File: src/rtl/mrf_pkg.sv
package mrf_pkg;
    // status word low flag positions (decoded by software)
    localparam int ST_EMPTY = 0;
    localparam int ST_FULL  = 1;
    localparam int ST_RERR  = 2;
    localparam int ST_WERR  = 3;

    // register word offsets
    localparam int OFF_DATA   = 0;
    localparam int OFF_STATUS = 1;

    typedef enum logic [1:0] {
        ACC_NONE,
        ACC_DATA,
        ACC_STATUS,
        ACC_OTHER
    } acc_e;
endpackage

File: src/rtl/mrf_store.sv
module mrf_store #(
    parameter int DATA_W = 32,
    parameter int DEPTH  = 32,
    localparam int PTR_W = $clog2(DEPTH)
) (
    input  logic              clk,
    input  logic              wr_en,
    input  logic [PTR_W-1:0]  wr_addr,
    input  logic [DATA_W-1:0] wr_data,
    input  logic [PTR_W-1:0]  rd_addr,
    output logic [DATA_W-1:0] rd_data
);
    logic [DATA_W-1:0] mem_q [DEPTH];

    always_ff @(posedge clk) begin
        if (wr_en) begin
            mem_q[wr_addr] <= wr_data;
        end
    end

    assign rd_data = mem_q[rd_addr];
endmodule

File: src/rtl/mrf_ctrl.sv
module mrf_ctrl #(
    parameter int DEPTH  = 32,
    localparam int PTR_W = $clog2(DEPTH),
    localparam int CNT_W = $clog2(DEPTH + 1)
) (
    input  logic             clk,
    input  logic             rst_n,
    input  logic             push_req,
    input  logic             pop_req,
    output logic             push_ok,
    output logic             pop_ok,
    output logic [PTR_W-1:0] wr_ptr,
    output logic [PTR_W-1:0] rd_ptr,
    output logic [CNT_W-1:0] count,
    output logic             empty,
    output logic             full,
    output logic             rd_err,
    output logic             wr_err
);
    typedef struct packed {
        logic [PTR_W-1:0] wr_ptr;
        logic [PTR_W-1:0] rd_ptr;
        logic [CNT_W-1:0] count;
        logic             rd_err;
        logic             wr_err;
    } ctrl_st_t;

    ctrl_st_t st_d, st_q;

    function automatic logic [PTR_W-1:0] ptr_next(input logic [PTR_W-1:0] p);
        if (p == PTR_W'(DEPTH - 1)) begin
            return '0;
        end
        return p + PTR_W'(1);
    endfunction

    assign empty   = (st_q.count == '0);
    assign full    = (st_q.count == CNT_W'(DEPTH));
    assign push_ok = push_req && !full;
    assign pop_ok  = pop_req && !empty;

    always_comb begin
        st_d = st_q;
        if (push_ok) begin
            st_d.wr_ptr = ptr_next(st_q.wr_ptr);
        end
        if (pop_ok) begin
            st_d.rd_ptr = ptr_next(st_q.rd_ptr);
        end
        case ({push_ok, pop_ok})
            2'b10:   st_d.count = st_q.count + CNT_W'(1);
            2'b01:   st_d.count = st_q.count - CNT_W'(1);
            default: st_d.count = st_q.count;
        endcase
        if (pop_req && empty) begin
            st_d.rd_err = 1'b1;
        end
        if (push_req && full) begin
            st_d.wr_err = 1'b1;
        end
    end

    always_ff @(posedge clk) begin
        if (!rst_n) begin
            st_q <= '0;
        end else begin
            st_q <= st_d;
        end
    end

    assign wr_ptr = st_q.wr_ptr;
    assign rd_ptr = st_q.rd_ptr;
    assign count  = st_q.count;
    assign rd_err = st_q.rd_err;
    assign wr_err = st_q.wr_err;

    assert_count_bound_R10: assert property (@(posedge clk) disable iff (!rst_n)
        count <= CNT_W'(DEPTH));

    assert_push_only_R7: assert property (@(posedge clk) disable iff (!rst_n)
        (push_ok && !pop_ok) |=> count == $past(count) + CNT_W'(1));

    assert_push_pop_R7: assert property (@(posedge clk) disable iff (!rst_n)
        (push_ok && pop_ok) |=> $stable(count));

    assert_no_underflow_R4: assert property (@(posedge clk) disable iff (!rst_n)
        (pop_req && empty) |=> rd_err && $stable(rd_ptr));

    assert_no_overflow_R5: assert property (@(posedge clk) disable iff (!rst_n)
        (push_req && full && !pop_ok) |=> full && wr_err && $stable(wr_ptr));

    assert_rerr_sticky_R6: assert property (@(posedge clk) disable iff (!rst_n)
        rd_err |=> rd_err);

    assert_werr_sticky_R6: assert property (@(posedge clk) disable iff (!rst_n)
        wr_err |=> wr_err);
endmodule

File: src/rtl/mrf_regif.sv
module mrf_regif
    import mrf_pkg::*;
#(
    parameter int DATA_W = 32,
    parameter int ADDR_W = 4,
    parameter int CNT_W  = 6
) (
    input  logic              clk,
    input  logic              rst_n,
    input  logic              bus_sel,
    input  logic [ADDR_W-1:0] bus_addr,
    input  logic              bus_rd,
    input  logic              empty,
    input  logic              full,
    input  logic              rd_err,
    input  logic              wr_err,
    input  logic [CNT_W-1:0]  count,
    input  logic              pop_ok,
    input  logic [DATA_W-1:0] mem_rdata,
    output logic              pop_req,
    output logic [DATA_W-1:0] bus_rdata
);
    typedef struct packed {
        logic [DATA_W-1:0] rdata;
        logic [DATA_W-1:0] last;
    } reg_st_t;

    reg_st_t st_d, st_q;
    acc_e acc;
    logic [DATA_W-1:0] status_word;

    always_comb begin
        acc = ACC_NONE;
        if (bus_sel && bus_rd) begin
            if (bus_addr == ADDR_W'(OFF_DATA)) begin
                acc = ACC_DATA;
            end else if (bus_addr == ADDR_W'(OFF_STATUS)) begin
                acc = ACC_STATUS;
            end else begin
                acc = ACC_OTHER;
            end
        end
    end

    assign pop_req = (acc == ACC_DATA);

    always_comb begin
        status_word = '0;
        status_word[ST_EMPTY] = empty;
        status_word[ST_FULL]  = full;
        status_word[ST_RERR]  = rd_err;
        status_word[ST_WERR]  = wr_err;
        status_word[DATA_W-1 -: CNT_W] = count;
    end

    always_comb begin
        st_d = st_q;
        case (acc)
            ACC_DATA: begin
                if (pop_ok) begin
                    st_d.rdata = mem_rdata;
                    st_d.last  = mem_rdata;
                end else begin
                    st_d.rdata = st_q.last;
                end
            end
            ACC_STATUS: st_d.rdata = status_word;
            ACC_OTHER:  st_d.rdata = '0;
            default:    st_d.rdata = st_q.rdata;
        endcase
    end

    always_ff @(posedge clk) begin
        if (!rst_n) begin
            st_q <= '0;
        end else begin
            st_q <= st_d;
        end
    end

    assign bus_rdata = st_q.rdata;

    assert_other_zero_R9: assert property (@(posedge clk) disable iff (!rst_n)
        (acc == ACC_OTHER) |=> bus_rdata == '0);

    assert_empty_repeat_R4: assert property (@(posedge clk) disable iff (!rst_n)
        (acc == ACC_DATA && empty) |=> bus_rdata == $past(st_q.last));

    assert_pop_source_R8: assert property (@(posedge clk) disable iff (!rst_n)
        pop_ok |-> (bus_sel && bus_rd && bus_addr == ADDR_W'(OFF_DATA)));

    assert_unselected_idle_R11: assert property (@(posedge clk) disable iff (!rst_n)
        !bus_sel |=> $stable(bus_rdata));
endmodule

File: src/rtl/stat_read_fifo.sv
module stat_read_fifo #(
    parameter int DATA_W = 32,
    parameter int DEPTH  = 32,
    parameter int ADDR_W = 4,
    localparam int PTR_W = $clog2(DEPTH),
    localparam int CNT_W = $clog2(DEPTH + 1)
) (
    input  logic              clk,
    input  logic              rst_n,
    input  logic              wr_en,
    input  logic [DATA_W-1:0] wr_data,
    output logic              wr_full,
    input  logic              rd_sel,
    input  logic [ADDR_W-1:0] rd_addr,
    input  logic              rd_strobe,
    output logic [DATA_W-1:0] rd_data
);
    logic              push_ok, pop_ok, pop_req;
    logic [PTR_W-1:0]  wr_ptr, rd_ptr;
    logic [CNT_W-1:0]  count;
    logic              empty, full, rd_err, wr_err;
    logic [DATA_W-1:0] mem_rdata;

    mrf_ctrl #(.DEPTH(DEPTH)) ctrl_i (
        .clk      (clk),
        .rst_n    (rst_n),
        .push_req (wr_en),
        .pop_req  (pop_req),
        .push_ok  (push_ok),
        .pop_ok   (pop_ok),
        .wr_ptr   (wr_ptr),
        .rd_ptr   (rd_ptr),
        .count    (count),
        .empty    (empty),
        .full     (full),
        .rd_err   (rd_err),
        .wr_err   (wr_err)
    );

    mrf_store #(.DATA_W(DATA_W), .DEPTH(DEPTH)) store_i (
        .clk     (clk),
        .wr_en   (push_ok),
        .wr_addr (wr_ptr),
        .wr_data (wr_data),
        .rd_addr (rd_ptr),
        .rd_data (mem_rdata)
    );

    mrf_regif #(.DATA_W(DATA_W), .ADDR_W(ADDR_W), .CNT_W(CNT_W)) regif_i (
        .clk       (clk),
        .rst_n     (rst_n),
        .bus_sel   (rd_sel),
        .bus_addr  (rd_addr),
        .bus_rd    (rd_strobe),
        .empty     (empty),
        .full      (full),
        .rd_err    (rd_err),
        .wr_err    (wr_err),
        .count     (count),
        .pop_ok    (pop_ok),
        .mem_rdata (mem_rdata),
        .pop_req   (pop_req),
        .bus_rdata (rd_data)
    );

    assign wr_full = full;

    assert_full_flag_R10: assert property (@(posedge clk) disable iff (!rst_n)
        wr_full |-> !empty);
endmodule

File: config.mk
export PLATFORM = sky130hd
export DESIGN_NAME = stat_read_fifo
export DESIGN_NICKNAME = d
export VERILOG_FILES = /design/src/rtl/mrf_pkg.sv /design/src/rtl/mrf_store.sv /design/src/rtl/mrf_ctrl.sv /design/src/rtl/mrf_regif.sv /design/src/rtl/stat_read_fifo.sv
export SDC_FILE = /design/constraint.sdc
export NUM_CORES = 1
export LEC_CHECK = 0
export ABC_AREA = 1
export CAP_MARGIN = 20
export CORE_ASPECT_RATIO = 0.9
export CORE_UTILIZATION = 63
export CTS_BUF_LIST = sky130_fd_sc_hd__clkbuf_4 sky130_fd_sc_hd__clkbuf_8
export CTS_CLUSTER_SIZE = 28
export DETAILED_ROUTE_END_ITERATION = 7
export HOLD_SLACK_MARGIN = 0.02
export PLACE_DENSITY = 0.77
export SYNTH_ARGS = -nofsm -noshare
export SYNTH_HDL_FRONTEND = slang
export SYNTH_SLANG_ARGS = --single-unit
File: constraint.sdc
create_clock -name clk -period 3.35 [get_ports clk]
set_input_delay 0.5025 -clock clk [delete_from_list [all_inputs] [get_ports clk]]
set_output_delay 0.5025 -clock clk [all_outputs]
set_load 0.05 [all_outputs]
* Word level (Yosys, flattened, before mapping)
Memory sizes are Yosys's and may differ from the RTL's. A register that Yosys moved wholly into a read port is not among the register bits. Cells that the tools add are included.
Storage, ports and cells: memories 1, RAM bits 1024, register bits after elaboration 82
Operators by class: reductions and logical operators 11, eq/ne operators 9, add/sub/neg operators 4, muxes and demuxes 18
Memories:
- store_i.mem_q | depth 32, width 32, read ports 1, clocked after Yosys merged registers in 1, wr ports 1, RTL line mrf_store.sv:13 | logic [DATA_W-1:0] mem_q [DEPTH];
Operator list (number):
- $pmux W32 S3 | 1
- $mux W32 | 1
- $mux W5 | 6
- $pmux W6 S2 | 1
- $add A5 B1 Y5 const B | 2
- $eq A5 B5 Y1 const B | 2
- $mux W1 | 7
- $add A6 B1 Y6 const B | 1
- $eq A2 B2 Y1 const B | 3
- $eq A6 B6 Y1 const B | 1
- $logic_not A6 Y1 | 1
- $sub A6 B1 Y6 const B | 1
- $logic_and A1 B1 Y1 | 5
- $eq A2 B1 Y1 const B | 2
- $eq A4 B1 Y1 const B | 1
- $logic_not A4 Y1 | 1
- $mux W2 | 2
- $reduce_bool A3 Y1 | 1
- $logic_not A1 Y1 | 2
- $reduce_bool A2 Y1 | 1

* Logic depth before layout (Yosys ltp)
Gate-level depths: netlist (run 1).
depth in word-level cells 10, gate-level depth with buffers 16, gate-level depth less buffers 15

* Hierarchy
A second synthesis (run 1) with hierarchy kept.
Unflattened totals: cell total of the unflattened synthesis 4085, area, all modules 45830.2 um2
By module, submodules not included:
- mrf_store | area each 41765.1 um2, instances 1, cells each 3504
- mrf_regif | area each 2980.4 um2, instances 1, cells each 435
- mrf_ctrl | area each 1084.8 um2, instances 1, cells each 146

* Worst setup path before layout (run 1)
Ideal clock, no wire load.
path type register -> register, start point register ctrl_i.st_q, in the netlist ctrl_i.count[0], end point memory store_i.mem_q[11][0] (enable), cell stages (with the launch flop) 7, path slack 0.384 ns, data required time 2.929 ns, library setup time 0.421 ns, clock period less this slack 2.966 ns, arrival time 2.545 ns, buffers on the path 0, cell sequence dfxtp_1 -> inv_1 -> nand4_1 -> nor3_2 -> nor2_2 -> nand2_1 -> nor2_1
Between the ends: longest elaborated chain between the ends 5
RTL lines:
- start, declared | RTL line mrf_ctrl.sv:28 | ctrl_st_t st_d, st_q;
- start signal, assigned | RTL line mrf_ctrl.sv:67 | st_q <= st_d;
- $eq A6 B6 Y1 | RTL line mrf_ctrl.sv:38 | assign full = (st_q.count == CNT_W'(DEPTH));
- via wr_full | RTL line stat_read_fifo.sv:12 | output logic wr_full,
- $logic_not A1 Y1 | RTL line mrf_ctrl.sv:39 | assign push_ok = push_req && !full;
- $logic_and A1 B1 Y1 | RTL line mrf_ctrl.sv:39
- $mux W1 | RTL line mrf_store.sv:16 | if (wr_en) begin
- $mux W1 (not written as such) | RTL line mrf_store.sv:17 | mem_q[wr_addr] <= wr_data;
- end, declared | RTL line mrf_store.sv:13
The timed path passes the listed nets, and every way through them passes these cells.

* Worst setup path in the final report (run 1)
start point register ctrl_i.st_q, in the netlist ctrl_i.count[3], end point output wr_full
Between the ends: longest elaborated chain between the ends 1
RTL lines (RTL line):
- $eq A6 B6 Y1 | mrf_ctrl.sv:38
- end, declared | stat_read_fifo.sv:12
Every way passes these cells.

==> flow_metrics.py, run 1 <==
metrics = {
    "timing": {
        "fmax_mhz": 324,
        "hold_viol": 0,
        "final_max_slew_viol_count": 0,
        "finalClockSkew_ps": 29.9,
        "rsz0062_at_grt": "no",
        "slew_headroom_pct": 30.0,
        "worst_slew_pin_slew_ps": 1050,
        "whs_ps": 367,
        "setup_tns_ps": 0,
        "finalWorstPathRequiredPeriod_ps": 3090,
        "setup_viol": 0,
        "fin_crit_sh_pct": 92.3,
    },
    "pwr": {
        "swShare_pct": 21.2,
        "power_frac_comb_pct": 3.0,
        "power_density_mw_per_mm2": 537,
        "pwr-share-seq_pct": 56.7,
        "irDropWorstVdd_uv": 337,
        "leakagePower_nw": 18.0,
        "netSwitchingPower_w": 0.00572,
        "clockPowerShare_pct": 40.4,
        "p_int_w": 0.0212,
    },
    "yosys": {
        "synth_nets": 3941,
        "yosys_register_bits": 1111,
        "synth_area_mm2": 0.0449,
        "yosysWarningCount": 0,
        "ys_seq_area_share_pct": 72.4,
        "ys_types": 37,
        "syn_area_per_cell_um2": 11.5,
        "synthCells": 3890,
    },
    "outcome": {
        "run_status": "finished, final reports clean",
    },
    "clock_network": {
        "cts.clk_slew.worst_paths_ps": 70,
        "post_cts_buffers": 0,
        "cts_resized": 0,
        "htreeDepth": 4,
        "cts_root_buffer": "clkbuf_8",
        "cts_max_path_buffers": 3,
        "cts_tree": "built",
        "cts-buffers-inserted": 165,
        "clock_latency_ps": 840,
        "cts_hold_buf": 0,
        "cts_sinks": 1111,
    },
    "finish": {
        "final_area_mm2": 0.0502,
        "areaGrowthSynthToFinish_pct": 11.8,
        "nets": 4042,
        "drive_gt1_share_pct": 10.7,
        "final_cell_mix": "1381 x nand2_1, 1024 x edfxtp_1, 856 x nand3_1",
        "layout_commonest_cell": "nand2_1",
    },
    "worst_setup_path": {
        "r2r_setup_slack_ps": 510,
        "critPathMaxStageDelay_ps": 870,
        "required_ps": 2850,
        "path_class": "reg2out",
        "cp_slowest_cell": "clkdlybuf4s50_1",
        "path_cells": "inv_1 -> nand4_1 -> nor3_2 -> clkdlybuf4s50_1",
        "setup.worst_path.start_class": "flop",
        "critPathMaxFanout": 4,
        "worstPathArrival_ps": 2590,
        "crit_path_end_kind": "output port",
    },
    "placed_design": {
        "dp_hpwl_mm": 60.4,
        "post_dp_cell_area_mm2": 0.0469,
        "io_buffer_count": 73,
        "gp_congestion": 0.865,
    },
    "floorplan": {
        "core_mm2": 0.0702,
        "fp.dieArea_mm2": 0.0723,
        "initial_core_util_pct": 63.9,
        "die_h_um": 255,
        "dieWidth_um": 283,
        "row_count": 92,
        "io_pins": 74,
    },
    "detailed_routing": {
        "drtIter0Drc": 3929,
        "postRouteAntennaNets": 0,
        "wl_per_cell_um": 21.8,
        "drc": 0,
        "viasPerCell": 5.95,
        "num_vias": 30100,
        "routed_wl_mm": 110,
        "first_pass_iters": 6,
    },
    "hold_path": {
        "worstHoldPathType": "in2reg",
    },
    "grt": {
        "grt_pass1_wl_mm": 166,
        "grt.total_usage_pct": 30.6,
        "antenna_found_initial": 3,
        "grt_pass1_vias": 28400,
        "grt_max_degree": 159,
        "grt-ovfl-total": 0,
    },
    "flow_run": {
        "maxCapViolations": 0,
    },
}
power by group through the flow:
stage	sequential (W)	clock [W]	combinational [W]
2_1_floorplan	0.0156	0	0.000340
3_3_place_gp	0.0156	0	0.000770
3_5_place_dp	0.0156	0	0.000785
4_1_cts	0.0153	0.0110	0.000788
5_1_grt	0.0153	0.0116	0.000865
6_report	0.0153	0.0109	0.000799
sequential cells by signal (all words and copies together) (netlist names), named ones only:
name and count:
ctrl_i.wr_ptr 5, ctrl_i.rd_err 1, ctrl_i.rd_ptr 5, ctrl_i.wr_err 1, regif_i.bus_rdata 32, ctrl_i.count 6, regif_i.st_q 32, store_i.mem_q 1024
worst paths after layout:
check / from / endpoint / depth (start not counted)
hold / removal: wr_en / ctrl_i.wr_err / 3
setup reg to reg: flop / regif_i.bus_rdata[1] / 12
setup / recovery: ctrl_i.count[3] / wr_full / 4
hold reg to reg: regif_i.bus_rdata[25] / regif_i.bus_rdata[25] / 2
cell type report:
| class | instances | area (um2) |
|---|---|---|
| Fill cell | 4650 | 20000 |
| Timing Repair Buffer | 207 | 2090 |
| Tap cell | 940 | 1180 |
| Inverter | 33 | 154 |
| Multi-Input combinational cell | 2473 | 11000 |
| Clock inverter | 59 | 392 |
| Sequential cell | 1111 | 32500 |
| Antenna cell | 3 | 7.51 |
| Clock buffer | 237 | 2880 |
per-stage QoR:
step / setup WS [ps] / cells / power [W] / util (%)
floorplan: 384 / 3890 / 0.0159 / -
global placement: 455 / 4764 / 0.0163 / 66.9
detailed placement: 463 / 4764 / 0.0163 / 66.9
CTS: 207 / 5060 / 0.0270 / 71.5
global route: 92.5 / 5063 / 0.0277 / 71.5
finish: 260 / 5063 / 0.0269 / 71.5
worst max-delay path: cells and delay by family (launching register included):
family                 cells  cell delay [ps]
AND/OR/NAND/NOR            2              440
flip-flops                 1              330
buffers and inverters      2              970
Yosys cell counts, drive strengths merged:
| library cell | number | area, um2 |
|---|---|---|
| xnor2 | 3 | 26.3 |
| inv | 30 | 115 |
| nor2 | 82 | 318 |
| or2 | 2 | 12.5 |
| nand3 | 856 | 4280 |
| a21oi | 53 | 265 |
| o21ai | 31 | 155 |
| a21boi | 16 | 120 |
| a22oi | 1 | 7.51 |
| nand2 | 1381 | 5180 |
| clkbuf | 47 | 178 |
| nor3 | 3 | 25.0 |
| a32oi | 5 | 43.8 |
| clkinv | 3 | 11.3 |
| dfxtp | 87 | 1740 |
| a32o | 1 | 10.0 |
| ha | 10 | 125 |
| o21a | 1 | 7.51 |
| xor2 | 7 | 61.3 |
| buf | 226 | 1330 |
| a31oi | 13 | 81.3 |
| o211ai | 2 | 15.0 |
| nand4 | 4 | 25.0 |
| edfxtp | 1024 | 30700 |
| nor2b | 1 | 6.26 |
| and2 | 1 | 6.26 |
logic make-up after synthesis:
kind of cell,count (synthesis),share of synthesized area (%)
XOR/XNOR,10,0.195
adder cells (fa/ha/maj),10,0.279
AO/OA/AOI/OAI,123,1.57
buffers and inverters,306,3.64
AND/OR/NAND/NOR,2330,22.0
flip-flops,1111,72.4
per-layer routing:
metal | global-route usage (%) | vias to the layer above | wire length (um)
li1 | - | 13800 | -
met1 | 42.0 | 14300 | 43600
met2 | 47.8 | 1743 | 51100
met3 | 7.49 | 233 | 12500
met4 | 12.0 | 0 | 2990
met5 | 0 | - | 0
Note: power is estimated with default switching activity, not from simulation.
==> run 2: changes to the inputs <==
--- a/config.mk
+++ b/config.mk
@@ -8,12 +8,12 @@
 export ABC_AREA = 1
 export CAP_MARGIN = 20
 export CORE_ASPECT_RATIO = 0.9
-export CORE_UTILIZATION = 63
+export CORE_UTILIZATION = 50
 export CTS_BUF_LIST = sky130_fd_sc_hd__clkbuf_4 sky130_fd_sc_hd__clkbuf_8
 export CTS_CLUSTER_SIZE = 28
 export DETAILED_ROUTE_END_ITERATION = 7
 export HOLD_SLACK_MARGIN = 0.02
-export PLACE_DENSITY = 0.77
+export PLACE_DENSITY = 0.63
 export SYNTH_ARGS = -nofsm -noshare
 export SYNTH_HDL_FRONTEND = slang
 export SYNTH_SLANG_ARGS = --single-unit
==> constraint.sdc (replaced) <==
create_clock -name clk -period 3.35 [get_ports clk]
set_input_delay 0.8375 -clock clk [delete_from_list [all_inputs] [get_ports clk]]
set_output_delay 0.8375 -clock clk [all_outputs]
set_load 0.05 [all_outputs]
==> run 2 against run 1 <==
  * Clock power grew 5%
  * Wire length rose by 9.9%
  * Critical path type unchanged
  * First-iteration DRC count shrank 15%
  * Die area is 26% higher
  * Non-clock buffer count rose by 21
  * Clock skew rose by 7.6 ps
  * Critical path depth stayed put
  * Design area is 1.3% higher
  * Fmax shrank 3.4%
  * Power is 2.1% higher
==> flow_metrics.py, run 2 (same netlist as run 1, synthesis figures left out) <==
metrics = {
    "worst_setup_path": {
        "reg2reg_depth": 7,
        "r2r_setup_slack_ps": 690,
        "path_cells": "inv_1 -> nand4_1 -> nor3_2 -> dlygate4sd2_1",
        "cp-startpoint": "ctrl_i.count[3]",
        "path_buf_inv": 2,
        "critPathMaxFanout": 4,
        "r2r_end": "regif_i.st_q[29]",
        "worstPathArrival_ps": 2360,
        "critPathMaxStageDelay_ps": 570,
        "critical_path.top_delay_family": "buffers and inverters",
        "path_class": "reg2out",
        "cp_slowest_cell": "dlygate4sd2_1",
        "required_ps": 2510,
        "setup.worst_path.start_class": "flop",
        "crit_path_end_kind": "output port",
    },
    "grt": {
        "grt-ovfl-total": 0,
        "grt_max_degree": 155,
        "grt_pass1_vias": 28200,
        "grt.total_usage_pct": 26.7,
        "grt_pass1_wl_mm": 179,
        "antenna_found_initial": 6,
    },
    "detailed_routing": {
        "first_pass_iters": 5,
        "postRouteAntennaNets": 0,
        "routed_wl_mm": 121,
        "drc": 0,
        "wl_per_cell_um": 22.8,
        "drtIter0Drc": 3326,
        "num_vias": 29900,
        "viasPerCell": 5.62,
    },
    "finish": {
        "final_cell_mix": "1381 x nand2_1, 1024 x edfxtp_1, 856 x nand3_1",
        "max_flop_register": "store_i.mem_q",
        "drive_gt1_share_pct": 11.5,
        "nets": 4075,
        "largest_reg_flops": 1024,
        "layout_commonest_cell": "nand2_1",
        "areaGrowthSynthToFinish_pct": 13.3,
        "final_area_mm2": 0.0509,
    },
    "timing": {
        "finalClockSkew_ps": 37.6,
        "fin_crit_sh_pct": 95.5,
        "finalWorstPathRequiredPeriod_ps": 3200,
        "fmax_mhz": 312,
        "setup_viol": 0,
        "hold_viol": 0,
        "rsz0062_at_grt": "no",
        "final_max_slew_viol_count": 0,
        "setup_tns_ps": 0,
        "slew_headroom_pct": 33.1,
        "worst_slew_pin_slew_ps": 1000,
    },
    "floorplan": {
        "row_count": 103,
        "io_pins": 74,
        "core_mm2": 0.0883,
        "initial_core_util_pct": 50.9,
        "dieWidth_um": 318,
        "fp.dieArea_mm2": 0.0910,
        "die_h_um": 286,
    },
    "pwr": {
        "leakagePower_nw": 18.2,
        "irDropWorstVdd_uv": 298,
        "power_density_mw_per_mm2": 541,
    },
    "flow_run": {
        "maxCapViolations": 0,
    },
    "clock_network": {
        "cts.clk_slew.worst_paths_ps": 60,
        "cts_sinks": 1111,
        "cts_hold_buf": 0,
        "cts_max_path_buffers": 3,
        "cts-buffers-inserted": 177,
        "cts_tree": "built",
        "clock_latency_ps": 880,
        "htreeDepth": 4,
        "cts_root_buffer": "clkbuf_8",
    },
    "placed_design": {
        "gp_congestion": 0.814,
        "dp_hpwl_mm": 65.0,
        "io_buffer_count": 73,
        "post_dp_cell_area_mm2": 0.0474,
    },
    "hold_path": {
        "worstHoldPathType": "reg2reg",
        "hold_start": "regif_i.bus_rdata[22]",
        "hold_end": "regif_i.bus_rdata[22]",
        "hold_depth": 2,
    },
    "outcome": {
        "run_status": "finished, final reports clean",
    },
}
-- run 2: cell count changes in the layout (fill, tap and decap cells not counted), moves of 2 or more --
cell	previous run	this run
buf_12	28	32
clkinvlp_4	5	2
clkbuf_8	176	178
clkbuf_4	61	70
buf_4	106	123
inv_8	6	3
diode_2	3	6
inv_12	0	5
inv_2	2	4
clkinv_1	38	34
-- run 2: metrics by stage --
step | setup slack, ps | total power [W] | util (%) | instances | hold slack (ps)
after CTS | 98.6 | 0.0277 | 57.6 | 5306 | 460
after detailed placement | 135 | 0.0164 | 53.7 | 5000 | 446
after global placement | 146 | 0.0164 | 53.7 | 5000 | 446
after floorplan | 251 | 0.0159 | - | 3890 | 427
final | 149 | 0.0275 | 57.6 | 5312 | 456
after global routing | 43.2 | 0.0283 | 57.6 | 5308 | 476
-- run 2: layout make-up --
class                   instances  area, um2
well taps                    1155       1450
diodes                          6       15.0
flip-flops and latches       1111      32500
multi-input cells            2473      11000
inverters                      33        154
repair buffers                228       2290
clock buffers                 248       2980
clock inverters                58        460
fillers                      7158      37400
-- run 2: how the worst max path moves through the flow --
| stage | to | slack (ps) | cells after the start |
|---|---|---|---|
| detailed placement | ctrl_i.count[4] | 130 | 15 |
| floorplan | store_i.mem_q[11][0] | 250 | 4 |
| global route | wr_full | 40 | 4 |
| global placement | ctrl_i.count[4] | 150 | 15 |
| CTS | wr_full | 100 | 4 |
| finish | wr_full | 150 | 4 |
-- run 2: layer usage --
layer	track usage (%)	share of wire (%)	vias up
met1	38.6	43	14400
met4	8.76	2.6	2
li1	-	-	13900
met3	6.87	10	218
met5	0	0.011	-
met2	39.5	44	1331
-- run 2: timing repair --
action / in CTS / in global routing
buffers inserted: 0 / 0
setup endpoints to repair: 1 / 0
resized for setup: 1 / 0
-- run 2: tightest hold or removal path: stages (launching register included) --
cell	delay, ps
dfxtp_1	310
nand2_1	60
nand2_1	40
-- run 2: power breakdown --
part	leakage, nW	switching [W]	internal [W]
Sequential	9.93	0.0000310	0.0152
Combinational	6.50	0.000610	0.000213
Clock	1.81	0.00536	0.00607
